**src/rtl/sdd_pkg.sv**
```systemverilog
package sdd_pkg;

  localparam int CODE_W = 4;
  localparam int SEG_W  = 7;

  typedef logic [CODE_W-1:0] code_t;
  typedef logic [SEG_W-1:0]  seg_t;

  // Segment bit order: bit0 = a ... bit6 = g.
  function automatic seg_t numeral_glyph(input code_t c);
    seg_t s;
    case (c)
      4'd0:    s = 7'h3F;
      4'd1:    s = 7'h06;
      4'd2:    s = 7'h5B;
      4'd3:    s = 7'h4F;
      4'd4:    s = 7'h66;
      4'd5:    s = 7'h6D;
      4'd6:    s = 7'h7D;
      4'd7:    s = 7'h07;
      4'd8:    s = 7'h7F;
      4'd9:    s = 7'h6F;
      default: s = 7'h00;
    endcase
    return s;
  endfunction

  function automatic seg_t hex_glyph(input code_t c);
    seg_t s;
    case (c)
      4'd10:   s = 7'h77;
      4'd11:   s = 7'h7C;
      4'd12:   s = 7'h39;
      4'd13:   s = 7'h5E;
      4'd14:   s = 7'h79;
      4'd15:   s = 7'h71;
      default: s = numeral_glyph(c);
    endcase
    return s;
  endfunction

  function automatic seg_t letter_glyph(input code_t c);
    seg_t s;
    case (c)
      4'd10:   s = 7'h40;
      4'd11:   s = 7'h79;
      4'd12:   s = 7'h76;
      4'd13:   s = 7'h38;
      4'd14:   s = 7'h73;
      4'd15:   s = 7'h00;
      default: s = numeral_glyph(c);
    endcase
    return s;
  endfunction

  function automatic seg_t slot_glyph(input code_t c, input logic hex,
                                      input logic written, input logic dark);
    seg_t s;
    if (dark || !written) s = '0;
    else if (hex)         s = hex_glyph(c);
    else                  s = letter_glyph(c);
    return s;
  endfunction

endpackage

```
**src/rtl/sdd_sync.sv**
```systemverilog
module sdd_sync #(
  parameter int W      = 1,
  parameter int STAGES = 2
) (
  input  logic         clk,
  input  logic         rst_n,
  input  logic [W-1:0] d,
  output logic [W-1:0] q
);
  logic [W-1:0] chain [STAGES];

  generate
    for (genvar i = 0; i < STAGES; i++) begin : g_stage
      always_ff @(posedge clk or negedge rst_n) begin
        if (!rst_n)      chain[i] <= '0;
        else if (i == 0) chain[i] <= d;
        else             chain[i] <= chain[(i == 0) ? 0 : i-1];
      end
    end
  endgenerate

  assign q = chain[STAGES-1];
endmodule

```
**src/rtl/sdd_rise_detect.sv**
```systemverilog
module sdd_rise_detect (
  input  logic clk,
  input  logic rst_n,
  input  logic lvl,
  output logic pulse
);
  logic lvl_q;

  always_ff @(posedge clk or negedge rst_n) begin
    if (!rst_n) lvl_q <= 1'b0;
    else        lvl_q <= lvl;
  end

  assign pulse = lvl && !lvl_q;
endmodule

```
**src/rtl/sdd_slot.sv**
```systemverilog
module sdd_slot
  import sdd_pkg::*;
#(
  parameter int ANN_W = 2
) (
  input  logic             clk,
  input  logic             rst_n,
  input  logic             we,
  input  code_t            code_d,
  input  logic [ANN_W-1:0] ann_d,
  input  logic             hex_mode,
  input  logic             shdn,
  output code_t            code_q,
  output logic [ANN_W-1:0] ann_q,
  output logic             vld_q,
  output seg_t             seg,
  output logic [ANN_W-1:0] ann_vis
);
  always_ff @(posedge clk or negedge rst_n) begin
    if (!rst_n) begin
      code_q <= '0;
      ann_q  <= '0;
      vld_q  <= 1'b0;
    end else if (we) begin
      code_q <= code_d;
      ann_q  <= ann_d;
      vld_q  <= 1'b1;
    end
  end

  assign seg     = slot_glyph(code_q, hex_mode, vld_q, shdn);
  assign ann_vis = shdn ? '0 : ann_q;
endmodule

```
**src/rtl/strobe_digit_store.sv**
```systemverilog
module strobe_digit_store
  import sdd_pkg::*;
#(
  parameter int NUM_DIGITS  = 8,
  parameter int ANN_W       = 2,
  parameter int SYNC_STAGES = 2,
  localparam int ADDR_W     = (NUM_DIGITS > 1) ? $clog2(NUM_DIGITS) : 1
) (
  input  logic                        clk,
  input  logic                        rst_n,
  input  logic                        cs_in,
  input  logic [CODE_W-1:0]           data_in,
  input  logic [ADDR_W-1:0]           addr_in,
  input  logic [ANN_W-1:0]            ann_in,
  input  logic                        hex_mode,
  input  logic                        shdn,
  output logic [NUM_DIGITS*SEG_W-1:0] seg_out,
  output logic [NUM_DIGITS*ANN_W-1:0] ann_out
);
  localparam int BUS_W = 1 + CODE_W + ADDR_W + ANN_W;

  logic [BUS_W-1:0] bus_raw, bus_sync;
  logic             cs_sync;
  logic             wr_fire;
  code_t            wr_code;
  logic [ADDR_W-1:0] wr_addr;
  logic [ANN_W-1:0] wr_ann;

  logic [NUM_DIGITS*CODE_W-1:0] store_code;
  logic [NUM_DIGITS*ANN_W-1:0]  store_ann;
  logic [NUM_DIGITS-1:0]        store_vld;

  assign bus_raw = {cs_in, data_in, addr_in, ann_in};

  sdd_sync #(.W(BUS_W), .STAGES(SYNC_STAGES)) u_sync (
    .clk(clk), .rst_n(rst_n), .d(bus_raw), .q(bus_sync)
  );

  assign {cs_sync, wr_code, wr_addr, wr_ann} = bus_sync;

  sdd_rise_detect u_rise (
    .clk(clk), .rst_n(rst_n), .lvl(cs_sync), .pulse(wr_fire)
  );

  generate
    for (genvar k = 0; k < NUM_DIGITS; k++) begin : g_slot
      logic slot_we;
      assign slot_we = wr_fire && (wr_addr == ADDR_W'(k));

      sdd_slot #(.ANN_W(ANN_W)) u_slot (
        .clk      (clk),
        .rst_n    (rst_n),
        .we       (slot_we),
        .code_d   (wr_code),
        .ann_d    (wr_ann),
        .hex_mode (hex_mode),
        .shdn     (shdn),
        .code_q   (store_code[k*CODE_W +: CODE_W]),
        .ann_q    (store_ann[k*ANN_W +: ANN_W]),
        .vld_q    (store_vld[k]),
        .seg      (seg_out[k*SEG_W +: SEG_W]),
        .ann_vis  (ann_out[k*ANN_W +: ANN_W])
      );
    end
  endgenerate
endmodule

```
**config.mk**
```make
export PLATFORM = sky130hd
export DESIGN_NAME = strobe_digit_store
export DESIGN_NICKNAME = d
export VERILOG_FILES = /design/src/rtl/sdd_pkg.sv /design/src/rtl/sdd_sync.sv /design/src/rtl/sdd_rise_detect.sv /design/src/rtl/sdd_slot.sv /design/src/rtl/strobe_digit_store.sv
export SDC_FILE = /design/constraint.sdc
export NUM_CORES = 1
export LEC_CHECK = 0
export BUFFER_PORTS_ARGS = -buffer_cell sky130_fd_sc_hd__buf_2
export CAP_MARGIN = 20
export CORE_ASPECT_RATIO = 0.8
export CORE_MARGIN = 10
export CORE_UTILIZATION = 58
export DETAILED_ROUTE_END_ITERATION = 10
export PLACE_DENSITY = 0.79
export SYNTH_ARGS = -nofsm -noshare
export SYNTH_HDL_FRONTEND = slang
export SYNTH_HIERARCHICAL = 1
export SYNTH_SLANG_ARGS = --single-unit
```
**constraint.sdc**
```tcl
create_clock -name clk -period 4.8 [get_ports clk]
set_input_delay 0.24 -clock clk [delete_from_list [all_inputs] [get_ports clk]]
set_output_delay 0.24 -clock clk [all_outputs]
set_load 0.02 [all_outputs]
```
After elaboration in Yosys (flattened, before gate mapping)
Memory sizes are Yosys's and may differ from the RTL's.
Cells that the tools add are included.

cells by class
  mux-type cells = 40
  equal/unequal tests = 55
  reduce and logical (&&, ||, !) cells = 27

operator list
  cell                count
  $pmux 7 s6          16
  $eq 4x4->1 const B  48
  $mux 7              16
  $mux 2              8
  $eq 3x3->1 const B  4
  $logic_and 1x1->1   9
  $logic_not 1->1     9
  $logic_or 1x1->1    8
  $eq 3x2->1 const B  2
  $eq 3x1->1 const B  1
  $logic_not 3->1     1

storage, ports and cells
  bits of input ports = 14
  memories = 16
  register bits = 77
  word-level logic and storage cells = 165
  ROM bits = 1792
  output and inout port bits = 72

memories
  memory            depth  width  read ports  clocked after Yosys merged registers in  write ports  RTL line       source
  (name not given)  16     7      1           0                                        0            sdd_pkg.sv:12  case (c)
  (name not given)  16     7      1           0                                        0            sdd_pkg.sv:12
  (name not given)  16     7      1           0                                        0            sdd_pkg.sv:12
  (name not given)  16     7      1           0                                        0            sdd_pkg.sv:12
  (name not given)  16     7      1           0                                        0            sdd_pkg.sv:12
  (name not given)  16     7      1           0                                        0            sdd_pkg.sv:12
  +10 memories      -      -      -           -                                        -            -

Longest topological paths before layout
Gate-level depths: netlist (run 1).

  depth in word-level cells = 4
  mapped depth = 7
  gate-level depth less buffers = 6

Modules after synthesis
The synthesis (run 1) kept the hierarchy.

by module, submodules not included
  module                            instances  cells each  area each (um^2)
  sdd_slot at g_slot[0].u_slot ...  5          97          795.8
  sdd_slot at g_slot[5].u_slot ...  3          99          834.6
  sdd_sync                          1          30          575.6
  strobe_digit_store                1          8           96.3
  sdd_rise_detect                   1          2           38.8

Worst setup path after synthesis (run 1)
Ideal clock, no wire load.

  path type = flip-flop to output port
  from = register g_slot[1].u_slot.code_q[1]
  to = output seg_out[10]
  path slack = 2.609 ns
  buffers on the path = 1
  cell stages (with the launch flop) = 8
  data required time = 4.560 ns
  arrival = 1.951 ns
  path through = dfrtp_1 > inv_1 > ha_1 > buf_2 > o21ai_1 > a21oi_2 > nor3b_1 > nor4_1

on the way
  cells in the longest elaborated chain, start to end = 4
  elaborated cells between the ends (all ways) = 12
  those cells by class = 6 x eq/ne; 4 x mux; 2 x memory

ends and longest elaborated chain
  what                                               RTL line                      source
  start, declared                                    sdd_slot.sv:13                output code_t code_q,
  start signal, assigned                             sdd_slot.sv:25                code_q <= code_d;
  $mem_v2 16x7 / $eq 4x4->1 (equally long branches)  -
  $pmux 7 s6 (on tied branches)                      sdd_pkg.sv:44, sdd_pkg.sv:30
  $mux 7 *                                           sdd_pkg.sv:60                 else if (hex) s = hex_glyph(c);
  $mux 7 *                                           sdd_pkg.sv:59                 if (dark || !written) s = '0;
  end, declared                                      strobe_digit_store.sv:17      output logic [NUM_DIGITS*SEG_W-1:0] seg_out,

Every way passes the cells marked *; elsewhere a longest branch is shown, timed or not.

Final worst setup path (run 1)
  from = register g_slot[4].u_slot.code_q[1]
  to = output seg_out[31]

on the way
  cells in the longest elaborated chain, start to end = 4
  elaborated cells between the ends (all ways) = 12
  those cells by class = 6 x eq/ne; 4 x mux; 2 x memory

ends and longest elaborated chain
  what                                               RTL line
  start, declared                                    sdd_slot.sv:13
  start signal, assigned                             sdd_slot.sv:25
  $mem_v2 16x7 / $eq 4x4->1 (equally long branches)  -
  $pmux 7 s6 (on tied branches)                      sdd_pkg.sv:44, sdd_pkg.sv:30
  $mux 7 *                                           sdd_pkg.sv:60
  $mux 7 *                                           sdd_pkg.sv:59

Marks and branches as above.

==> results of run 1 <==
==> how the worst max path moves through the flow <==
stage | from | to | slack, ps | depth (start not counted)
after global placement | hex_mode | seg_out[0] | 2320 | 6
after global routing | g_slot[5].u_slot/code_q[0] | seg_out[38] | 1920 | 7
after CTS | g_slot[4].u_slot/code_q[1] | seg_out[31] | 2130 | 7
after detailed placement | hex_mode | seg_out[14] | 2310 | 6
after floorplan | g_slot[1].u_slot/code_q[1] | seg_out[10] | 2610 | 7
final | g_slot[4].u_slot/code_q[1] | seg_out[31] | 2100 | 7
==> cell type report <==
type                            count  area [um^2]  area share
Timing Repair Buffer               87          445      0.0582
Sequential cell                    77         1930       0.252
Tap cell                          152          190      0.0248
Clock inverter                      6         55.1     0.00719
Clock buffer                        9          225      0.0294
Multi-Input combinational cell    647         4690       0.613
Inverter                           32          120      0.0157
==> flip-flops by register name (all words and copies together), names as in the netlist <==
register	cells
u_rise/lvl_q	1
g_slot.u_slot/vld_q	8
g_slot.u_slot/ann_q	16
g_slot.u_slot/code_q	32
u_sync/q	10
u_sync/chain	10
==> cells in the mapped netlist (all sizes together), types with 11 or more instances <==
library cell	n
mux2	34
nor2	50
or2	14
a21oi	72
o21ai	70
dfrtp	77
nor4	13
nand2b	28
nor3	37
a211oi	30
buf	58
nor2b	33
ha	64
nor3b	11
inv	32
mux2i	15
nand2	60
==> where the power goes <==
group,switching (uW),internal [uW]
sequential,251,755
clock,239,394
combinational,871,600
==> worst max-delay path, cell delays in order (launching register included) <==
cell and delay, ps:
sky130_fd_sc_hd__dfrtp_1 500, sky130_fd_sc_hd__inv_1 200, sky130_fd_sc_hd__ha_1 380, sky130_fd_sc_hd__o21ai_1 140
sky130_fd_sc_hd__a21oi_2 270, sky130_fd_sc_hd__a311oi_1 80, sky130_fd_sc_hd__nor4_1 330, sky130_fd_sc_hd__buf_2 230
==> per-layer routing <==
layer | up-vias | wire length, um | global-route usage
met2 | 230 | 7590 | 0.281
li1 | 3015 | - | -
met5 | - | 0 | 0
met3 | 6 | 1250 | 0.0469
met1 | 2816 | 7910 | 0.271
met4 | 0 | 27 | 0.0227
==> timing repair <==
action,CTS,global route
hold buffers,0,1
buffers inserted,0,0
resized for setup,0,0
endpoints found under the hold margin,0,1
==> cells by family after synthesis <==
| group | count (synthesis) | synth area share |
|---|---|---|
| AOI/OAI and AO/OA | 251 | 0.242 |
| buffers and inverters | 98 | 0.0797 |
| adders and majority gates | 64 | 0.111 |
| DFF | 77 | 0.268 |
| muxes | 49 | 0.0741 |
| and+or+nand+nor | 278 | 0.219 |
| xor gates and xnor gates | 5 | 0.00609 |
==> stage by stage <==
stage	cell area [um^2]	cells	worst slack, ps
5_1_grt	7660	1010	1920
6_report	7660	1010	2100
2_1_floorplan	7190	822	2610
4_1_cts	7650	1009	2130
3_5_place_dp	7370	994	2310
3_3_place_gp	7370	994	2320
==> summary.md, run 1 <==
| Metric | Value |
|---|---|
| Portion of synthesized cell area occupied by the leading cell type | `0.268` |
| Wire per inst | `16.6 um` |
| Synthesized instance count | `822` |
| Total Negative Setup Slacks | `0 ps` |
| Worst-case vdd ir drop | `0.000287 V` |
| WHS Endpoint | `u_sync/chain[11]` |
| DP HPWL | `11600 um` |
| Worst-margin pin slew | `1070 ps` |
| Syn Std Cell Area | `7190 um^2` |
| CTS tree | `built` |
| Synth Area per Inst | `8.75 um^2` |
| Antenna fix cells | `0` |
| Global-route usage over all layers | `0.187` |
| Part of the cycle the worst path needs | `0.563` |
| Sum of internal, switching and leakage power | `3110 uW` |
| Die Ht | `120 um` |
| Start point of the worst hold path | `ann_in[1]` |
| Worst flop-to-flop path startpoint | `u_rise/lvl_q` |
| Yosys warns | `6` |
| Floorplan die area | `17300 um^2` |
| Final critical delay including setup and external delays | `2700 ps` |
| Total via count after detailed routing | `6067` |
| Arrival time reported for the critical path endpoint | `2460 ps` |
| Synth async-reset ratio | `1.00` |
| Final-report hold violation count | `0` |
| Initial core utilization | `0.591` |
| Synth-to-Final Area Change | `6.44%` |
| PortBufs | `85` |
| MaxCap Viol Count | `0` |
| Number of global-route vias before repair | `5339` |
| Required time of the worst setup path | `4560 ps` |
| Upper clock frequency limit | `370 MHz` |
| Register-to-register path setup slack | `2990 ps` |
| Worst setup skew after layout | `5.22 ps` |
| Initial DRC count | `528` |
| Cell row count | `36` |
| Prevailing post-synth register cell | `sky130_fd_sc_hd__dfrtp_1` |
| Fraction of layout instances using a drive strength above 1 | `0.228` |
| Number of enable-type register cells in the synthesized netlist | `0` |
| End of the worst register-to-register path | `g_slot[0].u_slot/code_q[2]` |
| Register bit total from synthesis | `77` |
| Final antenna-violating net count | `0` |
| First-pass DRT Iterations | `7` |
| Startpoint kind of the worst setup timing path | `register` |
| Max-slew violation total from the final report | `0` |
| Largest area contributor in the synthesized netlist | `sky130_fd_sc_hd__dfrtp_1` |
| Remaining global-route overflow | `0` |
| Class of the most critical hold timing path | `primary input to register` |
| Layout Utilization | `0.630` |
| Power Density | `406 nW/um^2` |
| Most common cell after layout, fill and taps aside | `sky130_fd_sc_hd__buf_2` |
| Setup violators final | `0` |
| Most frequent cells in the layout | `sky130_fd_sc_hd__buf_2, sky130_fd_sc_hd__dfrtp_1, sky130_fd_sc_hd__a21oi_1, sky130_fd_sc_hd__ha_1, sky130_fd_sc_hd__nand2_1` |
| Die X-Extent | `145 um` |
| Clk Latency, worst-skew pair | `330 ps` |
| Cell chosen for the clock root | `sky130_fd_sc_hd__clkbuf_16` |
| Worst setup path category | `register to output pin` |
| Number of fillers in the final layout | `1013` |
| Area of the core | `12200 um^2` |
| GPL Wtd Cong | `0.895` |
| Ranking of synthesized cells by area | `sky130_fd_sc_hd__dfrtp_1, sky130_fd_sc_hd__ha_1, sky130_fd_sc_hd__mux2_2` |
| H-tree lvl count | `3` |
| Post-detailed-route DRC marker count | `0` |
| Outcome | `completed` |
| Via count normalized by instance count | `6.01` |
| Number of sinks handled by clock tree synthesis | `77` |
| Worst R2R Path Depth | `3` |
| Worst hold slack after final layout | `16.5 ps` |
| Unrepaired setup endpoints after global routing | `no` |
| Count of cells along the worst hold path | `1` |
| Wire length of the first global-routing pass | `27400 um` |
| Reported leakage power | `0.00336 uW` |
| Max-slew headroom at the worst pin | `0.289` |
| I/O pins | `86` |
| Unique masters post-synth | `56` |
| CTS buffer count | `9` |
| Fraction of the yosys area taken by sequential cells | `0.268` |
| Wirelength, routed | `16800 um` |
| Number of antenna violations at the first check in global routing | `0` |
| Endpoint kind of the worst setup timing path | `output pin` |
| Maximum number of pins on one net before global-route repair | `78` |
| Largest fanout on the critical path | `9` |
| Mapped Nets | `900` |
| Clock transition time at the flip-flop clock pins of the worst setup and hold paths | `50 ps` |
| Max clock buf depth | `2` |
| Total Nets Final | `932` |
(Power assumes the default switching activity.)
==> run 2: changes to the inputs <==
- clock period: 4.8 -> 2.5 ns (I/O delays scaled with it)
==> summary.md, run 2 (synthesized netlist as in run 1, its figures left out) <==
| Metric | Value |
|---|---|
| Max clock buf depth | `2 (unchanged)` |
| PortBufs | `85 (unchanged)` |
| Initial core utilization | `0.591 (unchanged)` |
| I/O pins | `86 (unchanged)` |
| GPL Wtd Cong | `0.912 (was 0.895)` |
| Worst hold slack after final layout | `346 ps (was 16.5 ps)` |
| Arrival time reported for the critical path endpoint | `2210 ps (was 2460 ps)` |
| Worst setup skew after layout | `2.77 ps (was 5.22 ps)` |
| Max-slew violation total from the final report | `0 (unchanged)` |
| Antenna fix cells | `0 (unchanged)` |
| Wirelength, routed | `16800 um (about the same)` |
| Post-detailed-route DRC marker count | `0 (unchanged)` |
| Total Negative Setup Slacks | `0 ps (unchanged)` |
| Reported leakage power | `0.00339 uW (was 0.00336 uW)` |
| Required time of the worst setup path | `2380 ps (was 4560 ps)` |
| CTS buffer count | `9 (unchanged)` |
| Fraction of layout instances using a drive strength above 1 | `0.263 (was 0.228)` |
| Total via count after detailed routing | `6185 (was 6067)` |
| Die Ht | `120 um (unchanged)` |
| Global-route usage over all layers | `0.189 (was 0.187)` |
| Cell row count | `36 (unchanged)` |
| Startpoint kind of the worst setup timing path | `register (unchanged)` |
| Max-slew headroom at the worst pin | `0.381 (was 0.289)` |
| Storage element area | `1930 um^2 (about the same)` |
| First-pass DRT Iterations | `5 (was 7)` |
| Footprint of the multi-input gates | `4800 um^2 (was 4690 um^2)` |
| Via count normalized by instance count | `6.05 (was 6.01)` |
| Initial DRC count | `439 (was 528)` |
| Critical path buffers and inverters | `2 (unchanged)` |
| DP HPWL | `11700 um (was 11600 um)` |
| Sum of met2 wire segment lengths after detailed routing | `7630 um (was 7590 um)` |
| Most common cell after layout, fill and taps aside | `sky130_fd_sc_hd__buf_2 (unchanged)` |
| Register name with the most flops | `g_slot.u_slot/code_q (unchanged)` |
| Final antenna-violating net count | `0 (unchanged)` |
| Synth-to-Final Area Change | `9.74% (was 6.44%)` |
| Die X-Extent | `145 um (unchanged)` |
| Uppermost layer routed | `met4 (unchanged)` |
| Clock transition time at the flip-flop clock pins of the worst setup and hold paths | `50 ps (about the same)` |
| Top delay family on crit path | `flip-flops (unchanged)` |
| Largest fanout on the critical path | `9 (unchanged)` |
| Cell chosen for the clock root | `sky130_fd_sc_hd__clkbuf_16 (unchanged)` |
| Part of the cycle the worst path needs | `0.934` |
| Length of routed met3 wiring | `1070 um (was 1250 um)` |
| Top flop regs | `g_slot.u_slot/code_q: 32 flops, g_slot.u_slot/ann_q: 16 flops (unchanged)` |
| Sum of internal, switching and leakage power | `6050 uW (was 3110 uW)` |
| Clk Latency, worst-skew pair | `320 ps (was 330 ps)` |
| Outcome | `completed (unchanged)` |
| Maximum number of pins on one net before global-route repair | `89 (was 78)` |
| Endpoint kind of the worst setup timing path | `output pin (unchanged)` |
| Largest stage delay, worst path | `480 ps (was 500 ps)` |
| Area of the core | `12200 um^2 (unchanged)` |
| Ordered cell list for the critical path | `inv_1, ha_2, o21ai_1, a21oi_2, a311oi_1, nor4_1, buf_2 (was inv_1, ha_1, o21ai_1, a21oi_2, a311oi_1, nor4_1, buf_2)` |
| Most frequent cells in the layout | `sky130_fd_sc_hd__buf_2, sky130_fd_sc_hd__dfrtp_1, sky130_fd_sc_hd__a21oi_1, sky130_fd_sc_hd__nand2_1, sky130_fd_sc_hd__o21ai_0 (was sky130_fd_sc_hd__buf_2, sky130_fd_sc_hd__dfrtp_1, sky130_fd_sc_hd__a21oi_1, sky130_fd_sc_hd__ha_1, sky130_fd_sc_hd__nand2_1)` |
| Unrepaired setup endpoints after global routing | `no (unchanged)` |
| Total Nets Final | `946 (was 932)` |
| Count of buffers added by post-CTS timing repair for setup | `0 (unchanged)` |
| Setup violators final | `0 (unchanged)` |
| Metal-1 WL | `8010 um (was 7910 um)` |
| Flip-flop count of the largest register, all copies and words added | `32 (unchanged)` |
| Power Density | `766 nW/um^2 (was 406 nW/um^2)` |
| Number of sinks handled by clock tree synthesis | `77 (unchanged)` |
| Floorplan die area | `17300 um^2 (unchanged)` |
| Upper clock frequency limit | `428 MHz` |
| Class of the most critical hold timing path | `register to register (was primary input to register)` |
| Number of global-route vias before repair | `5635 (was 5339)` |
| H-tree lvl count | `3 (unchanged)` |
| Worst-margin pin slew | `928 ps (was 1070 ps)` |
| Highest-delay cell along the critical path | `sky130_fd_sc_hd__dfrtp_2 (was sky130_fd_sc_hd__dfrtp_1)` |
| Wire per inst | `16.5 um (was 16.6 um)` |
| Wire length of the first global-routing pass | `28000 um (was 27400 um)` |
| Worst-case vdd ir drop | `0.000586 V (was 0.000287 V)` |
| Final-report hold violation count | `0 (unchanged)` |
| Worst setup path category | `register to output pin (unchanged)` |
| Remaining global-route overflow | `0 (unchanged)` |
| Number of fillers in the final layout | `1038 (was 1013)` |
| CTS tree | `built (unchanged)` |
| Final critical delay including setup and external delays | `2340 ps` |
| Number of antenna violations at the first check in global routing | `0 (unchanged)` |
| MaxCap Viol Count | `0 (unchanged)` |
## run 2: layout make-up
cell class | instances | share of cell area
flip-flops and latches | 77 | 0.245
multi-input cells | 647 | 0.608
clock buffers | 10 | 0.0290
well taps | 152 | 0.0241
repair buffers | 101 | 0.0745
clock inverters | 3 | 0.00507
inverters | 32 | 0.0152
## run 2: worst reg2reg max path: cells and delay by family, from the launching register on
family	cells	cell delay (ps)
AND/OR/NAND/NOR	2	560
multiplexers	1	370
flip-flops	1	390
## run 2: layer usage
metal,vias up,global-route usage
met5,-,0
met4,0,0.0359
met3,11,0.0374
met2,204,0.288
met1,2928,0.273
li1,3042,-
## run 2: through the flow
stage / util / instances / worst slack (ps) / area, um^2
2_1_floorplan: - / 822 / 424 / 7190
3_5_place_dp: 0.609 / 998 / 358 / 7410
4_1_cts: 0.640 / 1022 / 1.47 / 7790
5_1_grt: 0.649 / 1022 / 9.69 / 7890
3_3_place_gp: 0.609 / 998 / 435 / 7410
6_report: 0.649 / 1022 / 164 / 7890
## run 2: what timing repair did
| item | 4_1_cts | 5_1_grt |
|---|---|---|
| hold buffers | 11 | 0 |
| setup endpoints to repair | 0 | 21 |
| gates resized for setup | 0 | 36 |
| endpoints found under the hold margin | 87 | 0 |
## run 2: path summary, 6_finish.rpt
| check | cells past startpoint | slack [ps] | startpoint | to |
|---|---|---|---|---|
| max in group asynchronous | 2 | 1370 | rst_n | g_slot[0].u_slot/code_q[1] |
| worst max-delay path | 7 | 160 | g_slot[4].u_slot/code_q[1] | seg_out[31] |
| min in group asynchronous | 2 | 480 | rst_n | g_slot[4].u_slot/vld_q |
| worst min register to register | 0 | 350 | u_sync/chain[17] | u_sync/q[7] |
| worst min-delay path | 0 | 350 | u_sync/chain[17] | u_sync/q[7] |
| worst max register to register | 3 | 1060 | u_rise/lvl_q | g_slot[4].u_slot/ann_q[0] |
## run 2: power by group
group / switching [uW] / internal [uW]
Combinational: 1710 / 1240
Clock: 426 / 751
Sequential: 460 / 1450
Total: 2600 / 3450
==> run 3: changes to the inputs <==
- CORE_UTILIZATION: 58 -> 60
- PLACE_DENSITY: 0.79 -> 0.82
==> summary.md, run 3 (synthesized netlist as in run 1, its figures left out) <==
| Metric | Value |
|---|---|
| Outcome | `completed (unchanged)` |
| Final antenna-violating net count | `0 (unchanged)` |
| Highest-delay cell along the critical path | `sky130_fd_sc_hd__dfrtp_1 (was sky130_fd_sc_hd__dfrtp_2)` |
| Fraction of layout instances using a drive strength above 1 | `0.250 (was 0.263)` |
| Required time of the worst setup path | `2380 ps (about the same)` |
| Worst path setup slack after routing | `114 ps (was 164 ps)` |
| Total Nets Final | `944 (was 946)` |
| Unrepaired setup endpoints after global routing | `yes (was no)` |
| Clk Latency, worst-skew pair | `310 ps (was 320 ps)` |
| Max-slew violation total from the final report | `0 (unchanged)` |
| Worst setup path category | `register to output pin (unchanged)` |
| Wire length of the first global-routing pass | `28300 um (was 28000 um)` |
| Area of the core | `11600 um^2 (was 12200 um^2)` |
| Ordered cell list for the critical path | `inv_2, ha_2, o21ai_1, a21oi_2, a311oi_1, nor4_1, buf_2 (was inv_1, ha_2, o21ai_1, a21oi_2, a311oi_1, nor4_1, buf_2)` |
| Cell row count | `35 (was 36)` |
| PortBufs | `85 (unchanged)` |
| Setup violators final | `0 (unchanged)` |
| H-tree lvl count | `3 (unchanged)` |
| Startpoint kind of the worst setup timing path | `register (unchanged)` |
| Wirelength, routed | `16600 um (was 16800 um)` |
| Largest stage delay, worst path | `510 ps (was 480 ps)` |
| Floorplan die area | `16800 um^2 (was 17300 um^2)` |
| Flip-flop count of the largest register, all copies and words added | `32 (unchanged)` |
| Number of antenna violations at the first check in global routing | `0 (unchanged)` |
| Max-slew headroom at the worst pin | `0.374 (was 0.381)` |
| Critical path buffers and inverters | `2 (unchanged)` |
| CTS tree | `built (unchanged)` |
| DP HPWL | `11400 um (was 11700 um)` |
| Most frequent cells in the layout | `sky130_fd_sc_hd__buf_2, sky130_fd_sc_hd__dfrtp_1, sky130_fd_sc_hd__a21oi_1, sky130_fd_sc_hd__nand2_1, sky130_fd_sc_hd__o21ai_0 (unchanged)` |
| First-pass DRT Iterations | `5 (unchanged)` |
| Class of the most critical hold timing path | `register to register (unchanged)` |
| Most common cell after layout, fill and taps aside | `sky130_fd_sc_hd__buf_2 (unchanged)` |
| Reported leakage power | `0.00342 uW (was 0.00339 uW)` |
| Power Density | `792 nW/um^2 (was 766 nW/um^2)` |
| Largest fanout on the critical path | `9 (unchanged)` |
| Upper clock frequency limit | `419 MHz (was 428 MHz)` |
| Register-to-register path setup slack | `1050 ps (was 1060 ps)` |
| GPL Wtd Cong | `0.905 (was 0.912)` |
| Endpoint kind of the worst setup timing path | `output pin (unchanged)` |
| Number of global-route vias before repair | `5743 (was 5635)` |
| Final critical delay including setup and external delays | `2390 ps (was 2340 ps)` |
| Setup WS pre-CTS | `368 ps (was 358 ps)` |
| Post-detailed-route DRC marker count | `0 (unchanged)` |
| Remaining global-route overflow | `0 (unchanged)` |
| Wire per inst | `16.3 um (was 16.5 um)` |
| Arrival time reported for the critical path endpoint | `2260 ps (was 2210 ps)` |
| MaxCap Viol Count | `0 (unchanged)` |
| Antenna fix cells | `0 (unchanged)` |
| I/O pins | `86 (unchanged)` |
| Via count normalized by instance count | `5.98 (was 6.05)` |
| Total Negative Setup Slacks | `0 ps (unchanged)` |
| Worst setup skew after layout | `2.82 ps (was 2.77 ps)` |
| Worst R2R Path Depth | `3 (unchanged)` |
| Synth-to-Final Area Change | `9.72% (was 9.74%)` |
| Part of the cycle the worst path needs | `0.955 (was 0.934)` |
| Register name with the most flops | `g_slot.u_slot/code_q (unchanged)` |
| Count of cells along the worst hold path | `0 (unchanged)` |
| Total via count after detailed routing | `6092 (was 6185)` |
| Cell chosen for the clock root | `sky130_fd_sc_hd__clkbuf_16 (unchanged)` |
| Die X-Extent | `142 um (was 145 um)` |
| Die Ht | `118 um (was 120 um)` |
| Top flop regs | `g_slot.u_slot/code_q: 32 flops, g_slot.u_slot/ann_q: 16 flops (unchanged)` |
| Global-route usage over all layers | `0.191 (was 0.189)` |
| Count of buffers added by post-CTS timing repair for setup | `0 (unchanged)` |
| Path length in cells of the critical path | `7 (unchanged)` |
| Maximum number of pins on one net before global-route repair | `89 (unchanged)` |
| Final-report hold violation count | `0 (unchanged)` |
| Worst-margin pin slew | `939 ps (was 928 ps)` |
| Max clock buf depth | `2 (unchanged)` |
| Number of sinks handled by clock tree synthesis | `77 (unchanged)` |
| Layout Utilization | `0.680 (was 0.649)` |
| Initial core utilization | `0.620 (was 0.591)` |
| Top delay family on crit path | `flip-flops (unchanged)` |
| Initial DRC count | `478 (was 439)` |
| Worst-case vdd ir drop | `0.000530 V (was 0.000586 V)` |
| CTS buffer count | `9 (unchanged)` |
| Clock transition time at the flip-flop clock pins of the worst setup and hold paths | `50 ps (about the same)` |
[run 3: changes by cell type in the layout (fill, tap and decap cells not counted)]
cell | before | now
sky130_fd_sc_hd__inv_2 | 10 | 7
sky130_fd_sc_hd__buf_4 | 5 | 3
sky130_fd_sc_hd__ha_4 | 4 | 0
sky130_fd_sc_hd__a21oi_2 | 8 | 10
sky130_fd_sc_hd__inv_1 | 22 | 25
sky130_fd_sc_hd__clkbuf_1 | 1 | 2
sky130_fd_sc_hd__clkinv_2 | 2 | 1
sky130_fd_sc_hd__ha_1 | 39 | 46
sky130_fd_sc_hd__clkbuf_8 | 0 | 1
sky130_fd_sc_hd__a21oi_1 | 64 | 62
sky130_fd_sc_hd__dfrtp_1 | 74 | 77
sky130_fd_sc_hd__dfrtp_2 | 3 | 0
sky130_fd_sc_hd__bufinv_16 | 1 | 3
sky130_fd_sc_hd__ha_2 | 21 | 18
[run 3: worst register-to-register path: cells and delay by family (launching register included)]
kind / cells / cell delay (ps)
AND/OR/NAND/NOR: 2 / 580
flip-flops: 1 / 390
multiplexers: 1 / 370
[run 3: through the flow]
stage,total power [uW],area [um^2],hold slack [ps],instances
2_1_floorplan,4160,7190,-171,822
3_3_place_gp,4700,7390,233,992
3_5_place_dp,4730,7390,235,992
4_1_cts,6210,7840,345,1019
5_1_grt,6700,7890,362,1019
6_report,6250,7890,344,1019
[run 3: final timing paths]
path,from,endpoint
worst max-delay path,g_slot[4].u_slot/code_q[1],seg_out[31]
worst min-delay path,u_sync/chain[13],u_sync/q[3]
worst max register to register,u_rise/lvl_q,g_slot[4].u_slot/ann_q[0]
worst min register to register,u_sync/chain[13],u_sync/q[3]
max in group asynchronous,rst_n,g_slot[6].u_slot/vld_q
min in group asynchronous,rst_n,u_sync/chain[15]
[run 3: metal layers]
layer / track usage / wire length [um] / up-vias
li1: - / - / 3040
met1: 0.288 / 8050 / 2861
met2: 0.278 / 7420 / 185
met3: 0.0375 / 1060 / 6
met4: 0.0240 / 46 / 0
met5: 0 / 0 / -
[run 3: final cells by class]
type	instances	area (um^2)
clock inverters	4	95.1
multi-input cells	647	4750
well taps	148	185
repair buffers	99	573
fillers	921	3710
flip-flops and latches	77	1930
inverters	32	120
clock buffers	12	246
[run 3: repair_timing]
action / CTS / global route
endpoints found under the setup margin: 0 / 17
hold buffers: 11 / 0
endpoints found under the hold margin: 87 / 0
resized for setup: 0 / 21
[run 3: power breakdown]
| part | switching (uW) | leakage [uW] | internal [uW] | total (uW) |
|---|---|---|---|---|
| combinational | 1690 | 0.00232 | 1200 | 2890 |
| sequential | 467 | 0.000926 | 1450 | 1920 |
| clock | 445 | 0.000167 | 1000 | 1450 |
| total | 2600 | 0.00342 | 3650 | 6250 |
